==> src/rtl/sckdiv_pkg.sv <==
package sckdiv_pkg;
    localparam int unsigned REG_W   = 32;
    localparam int unsigned EN_POS  = 0;
    localparam int unsigned STB_POS = 1;
    localparam int unsigned DIV_LSB = 8;
    localparam int unsigned DIV_W   = 8;

    typedef logic [DIV_W-1:0] div_t;

    typedef struct packed {
        logic en;
        div_t div;
    } ctl_t;

    typedef struct packed {
        logic rise;
        logic fall;
    } strobe_t;

    // zero divider maps to the fastest legal rate
    function automatic div_t eff_div(input div_t d);
        return (d == '0) ? div_t'(1) : d;
    endfunction
endpackage

==> src/rtl/sckdiv_regs.sv <==
module sckdiv_regs
    import sckdiv_pkg::*;
(
    input  logic             clk,
    input  logic             rst,
    input  logic             wr,
    input  logic             rd,
    input  logic [REG_W-1:0] wdata,
    input  logic             stable,
    output ctl_t             ctl,
    output logic [REG_W-1:0] rdata
);
    logic [REG_W-1:0] image;
    logic             unused_bits;

    assign unused_bits = ^{wdata[REG_W-1:DIV_LSB+DIV_W], wdata[DIV_LSB-1:EN_POS+1]};

    always_ff @(posedge clk) begin
        if (rst) begin
            ctl <= '0;
        end else if (wr) begin
            ctl.en  <= wdata[EN_POS];
            ctl.div <= wdata[DIV_LSB +: DIV_W];
        end
    end

    always_comb begin
        image                   = '0;
        image[EN_POS]           = ctl.en;
        image[STB_POS]          = stable;
        image[DIV_LSB +: DIV_W] = ctl.div;
    end

    always_ff @(posedge clk) begin
        if (rst) begin
            rdata <= '0;
        end else if (rd) begin
            rdata <= image;
        end
    end
endmodule

==> src/rtl/sckdiv_core.sv <==
module sckdiv_core
    import sckdiv_pkg::*;
(
    input  logic    clk,
    input  logic    rst,
    input  logic    en,
    input  div_t    div,
    input  logic    restart,
    input  logic    cpol,
    output logic    sck,
    output strobe_t stb,
    output logic    tick
);
    div_t half_len;
    div_t cnt;
    logic phase;

    assign half_len = eff_div(div);
    assign tick     = en && !restart && (cnt == div_t'(half_len - div_t'(1)));
    assign sck      = phase ^ cpol;

    always_ff @(posedge clk) begin
        if (rst || restart || !en) begin
            cnt   <= '0;
            phase <= 1'b0;
            stb   <= '0;
        end else begin
            stb <= '0;
            if (tick) begin
                cnt   <= '0;
                phase <= ~phase;
                if ((~phase) ^ cpol) stb.rise <= 1'b1;
                else                 stb.fall <= 1'b1;
            end else begin
                cnt <= cnt + div_t'(1);
            end
        end
    end
endmodule

==> src/rtl/sckdiv_settle.sv <==
module sckdiv_settle #(
    parameter int unsigned HALVES = 4
) (
    input  logic clk,
    input  logic rst,
    input  logic restart,
    input  logic tick,
    output logic stable
);
    localparam int unsigned CW = $clog2(HALVES + 1);

    logic [CW-1:0] seen;

    always_ff @(posedge clk) begin
        if (rst || restart) begin
            seen   <= '0;
            stable <= 1'b0;
        end else if (tick && (seen != CW'(HALVES))) begin
            seen <= seen + CW'(1);
            if (seen == CW'(HALVES - 1)) stable <= 1'b1;
        end
    end
endmodule

==> src/rtl/sckdiv_top.sv <==
module sckdiv_top
    import sckdiv_pkg::*;
#(
    parameter int unsigned SETTLE_PERIODS = 2
) (
    input  logic             clk,
    input  logic             rst,
    input  logic             reg_wr,
    input  logic             reg_rd,
    input  logic [REG_W-1:0] reg_wdata,
    output logic [REG_W-1:0] reg_rdata,
    input  logic             cpol,
    output logic             sck,
    output logic             sck_rise,
    output logic             sck_fall
);
    localparam int unsigned HALVES = 2 * SETTLE_PERIODS;

    ctl_t    ctl;
    logic    stable;
    logic    tick;
    strobe_t stb;

    sckdiv_regs u_regs (
        .clk    (clk),
        .rst    (rst),
        .wr     (reg_wr),
        .rd     (reg_rd),
        .wdata  (reg_wdata),
        .stable (stable),
        .ctl    (ctl),
        .rdata  (reg_rdata)
    );

    sckdiv_core u_core (
        .clk     (clk),
        .rst     (rst),
        .en      (ctl.en),
        .div     (ctl.div),
        .restart (reg_wr),
        .cpol    (cpol),
        .sck     (sck),
        .stb     (stb),
        .tick    (tick)
    );

    sckdiv_settle #(.HALVES(HALVES)) u_settle (
        .clk     (clk),
        .rst     (rst),
        .restart (reg_wr),
        .tick    (tick),
        .stable  (stable)
    );

    assign sck_rise = stb.rise;
    assign sck_fall = stb.fall;
endmodule

==> config.mk <==
export PLATFORM = sky130hd
export DESIGN_NAME = sckdiv_top
export DESIGN_NICKNAME = d
export VERILOG_FILES = /design/src/rtl/sckdiv_pkg.sv /design/src/rtl/sckdiv_regs.sv /design/src/rtl/sckdiv_core.sv /design/src/rtl/sckdiv_settle.sv /design/src/rtl/sckdiv_top.sv
export SDC_FILE = /design/constraint.sdc
export NUM_CORES = 1
export LEC_CHECK = 0
export CAP_MARGIN = 20
export CORE_MARGIN = 1.5
export CORE_UTILIZATION = 39
export DETAILED_ROUTE_END_ITERATION = 10
export PLACE_DENSITY = 0.86
export SYNTH_ARGS = -nofsm -noshare
export SYNTH_HDL_FRONTEND = slang
export SYNTH_SLANG_ARGS = --single-unit
export TNS_END_PERCENT = 1
==> constraint.sdc <==
create_clock -name clk -period 2.8 [get_ports clk]
set_clock_uncertainty 0.05 [all_clocks]
set_input_delay 0.84 -clock clk [delete_from_list [all_inputs] [get_ports clk]]
set_output_delay 0.84 -clock clk [all_outputs]
set_load 0.01 [all_outputs]
==> results by group, run 1 <==
Floorplanning
  • DIE HEIGHT: 70.9 um
  • Area of the core: 4380 sq um
  • Num ports: 72
  • Placement Rows: 24
  • Die span in x: 70.9 um
  • Initial Util: 41.0%
  • Die area: 5020 sq um

Setup path
  • CP endpoint kind: primary output
  • R2R cell count: 11
  • Flop-to-flop setup slack: 0.24 ns
  • Critical R2R Launch: u_regs.ctl[3]$_SDFFE_PP0P_
  • FF-to-FF End: u_settle.seen[2]$_SDFFE_PP0P_
  • Worst setup path end: sck
  • Setup Crit Path Kind: in2out
  • Crit start category: input port
  • Crit path arrival time: 1.79 ns
  • Critical Path Source: cpol
  • Required @ worst endpoint: 1.91 ns
  • Crit Path Max Fanout: 2

Cells and area
  • Area of the multi-input gates: 970 sq um
  • Final #Nets: 278
  • Fillers: 429
  • Antenna diodes: 0
  • Fraction of layout cells with a size suffix above 1: 9.70%
  • Register area: 681 sq um
  • Layout area overhead: 20.7%

Placed design
  • I/O Buffers: 26
  • Post-DP HPWL: 2480 um
  • Pre-CTS WS: -0.174 ns
  • RePlAce Congestion: 0.872

Power
  • Power Density: 485 nW/um^2
  • Worst vdd ir: 259 uV
  • Leakage power: 0.000905 uW

STA
  • F_max: 374 MHz
  • Hold Vio Cnt, Final: 0
  • Slew Viols, Final: 0
  • Worst slew pin tran: 0.612 ns
  • Fin crit share: 95.6%
  • Tmin final: 2.68 ns
  • Total negative slack: 0 ns
  • Relative slew slack: 59.1%
  • RSZ-0062 raised after global routing: false
  • Setup violations, final: 0
  • Setup ws final: 0.124 ns

CTS
  • Clk buf depth: 2
  • Buffer count from post-CTS setup fixing: 0
  • Hold_buf cts: 0
  • CTS tree: yes
  • Clock Pin Slew Worst Setup and Hold Paths: 0.07 ns
  • H-tree Lvls: 2
  • Cts repair resizes: 1
  • Clk root buf: clkbuf_8
  • Clock Sinks: 34
  • Worst skew pair latency: 0.29 ns
  • TritonCTS Buffers: 5

GRT
  • Gr ovfl total: 0
  • GRT busiest layer: met2
  • First-pass GRT wire length: 6060 um
  • Largest net degree at the start of global routing: 20
  • GR met3 Demand/Resource: 6.27%
  • Met1 Usage GRT: 18.5%
  • Vias in the first global route: 1347
  • GRT Overall Usage: 15.4%
  • Antenna violations before repair: 0
  • Met2 Track Usage GR: 24.4%

Synth
  • Syn Inst Count: 201
  • Seq/Total Area, Yosys: 37.9%
  • Synth cell types: 40
  • Number of synthesized flops with an enable pin: 0
  • Synthesized flop and latch total: 34
  • Fraction of registers with async set/reset: 0%
  • Synth warnings: 0
  • Syn avg cell area: 8.93 sq um
  • Synthesized cell area: 1800 sq um
  • Main synth FF type: dfxtp_1

Routing
  • Total Wirelength: 3400 um
  • DRC: 0
  • Initial drt markers: 52
  • Routed Antenna Nets: 0
  • Vias per cell: 4.84
  • Iteration count of the initial detailed-routing pass: 4
  • Routed vias: 1399
  • Routed WL per cell: 11.8 um

Flow run
  • Maxcap violations: 0

Status
  • Status: completed

Worst hold path
  • Worst Hold Depth: 2
  • Hold Crit Class: reg2reg
==> metal layers <==
layer  share of wire [%]  vias to the layer above
met3                 7.2                        6
met5                   0                        -
met4                 1.9                        0
met2                  48                       47
met1                  43                      640
li1                    -                      706
==> where the power goes <==
part           internal, uW  switching (uW)
Combinational          83.3            88.2
Clock                   198             174
Sequential              496            10.4
==> synthesized netlist by cell type (3+ instances only) <==
| master | number | area, sq um |
|---|---|---|
| a21oi_1 | 7 | 35.0 |
| and3_1 | 3 | 18.8 |
| buf_4 | 22 | 165 |
| clkbuf_1 | 4 | 15.0 |
| dfxtp_1 | 34 | 681 |
| ha_1 | 5 | 62.6 |
| inv_1 | 4 | 15.0 |
| mux2i_1 | 20 | 200 |
| nand2_1 | 7 | 26.3 |
| nand2b_1 | 5 | 31.3 |
| nand3_1 | 6 | 30.0 |
| nor2_1 | 33 | 124 |
| nor3_1 | 6 | 30.0 |
| xnor2_1 | 8 | 70.1 |
| xor2_1 | 7 | 61.3 |
==> critical path, stage by stage <==
cell,delay [ns]
clkdlybuf4s50_1,0.47
xor2_1,0.19
dlygate4sd2_1,0.29
==> state kept, by name (all words and copies together) (netlist names) <==
name and flops:
u_regs.rdata 10, u_core.phase 1, u_settle.stable 1, u_core.cnt 8, u_settle.seen 3, u_core.stb 2
u_regs.ctl 9
==> area by class of cell <==
class / instances / area share, %
multi-input cells: 153 / 44.7
flip-flops and latches: 34 / 31.4
repair buffers: 37 / 15.8
clock buffers: 7 / 3.98
well taps: 52 / 3.00
inverters: 5 / 0.866
clock inverters: 1 / 0.231
==> worst min path at each step <==
| stage | start | endpoint |
|---|---|---|
| after floorplan | u_settle.stable$_SDFFE_PP0P_ | u_settle.stable$_SDFFE_PP0P_ |
| after global placement | u_settle.stable$_SDFFE_PP0P_ | u_settle.stable$_SDFFE_PP0P_ |
| after detailed placement | u_settle.stable$_SDFFE_PP0P_ | u_settle.stable$_SDFFE_PP0P_ |
| after CTS | u_settle.stable$_SDFFE_PP0P_ | u_settle.stable$_SDFFE_PP0P_ |
| after global routing | u_settle.stable$_SDFFE_PP0P_ | u_settle.stable$_SDFFE_PP0P_ |
| final | u_settle.stable$_SDFFE_PP0P_ | u_settle.stable$_SDFFE_PP0P_ |
==> layout by cell type, fill, tap and decap left out, types with 4 or more instances in the layout <==
cell,n
nor2_1,33
clkdlybuf4s50_1,25
ha_1,5
inv_1,4
nand2b_1,5
nand2_1,7
buf_4,11
mux2i_1,20
clkbuf_8,6
a21oi_1,7
conb_1,22
nor3_1,6
nand3_1,6
xor2_1,7
dfxtp_1,34
xnor2_1,8
==> logic make-up after synthesis <==
group	Yosys count	synth area share, %
simple gates	74	21.3
buf+inv	35	12.5
flops	34	37.9
mux	20	11.1
compound gates	17	6.13
xor+xnor	15	7.32
fa+ha+maj	5	3.48
other cells	1	0.209
==> stage by stage <==
step	hold WS (ns)	power (uW)	utilization (%)	cells	area (sq um)
2_1_floorplan	0.375	654	-	222	1870
6_report	0.403	1050	49.4	289	2170
3_3_place_gp	0.386	684	47.4	281	2080
5_1_grt	0.443	1100	49.4	289	2170
4_1_cts	0.408	1060	49.4	289	2170
3_5_place_dp	0.399	689	47.4	281	2080
(Power assumes the default switching activity.)
==> inputs of run 2 (changes only) <==
--- a/config.mk
+++ b/config.mk
@@ -5,6 +5,7 @@
 export SDC_FILE = /design/constraint.sdc
 export NUM_CORES = 1
 export LEC_CHECK = 0
+export ABC_CLOCK_PERIOD_IN_PS = 2800
 export CAP_MARGIN = 20
 export CORE_MARGIN = 1.5
 export CORE_UTILIZATION = 39
==> results of run 2 <==
No change in the layout: final DEF, timing and power equal those of run 1.
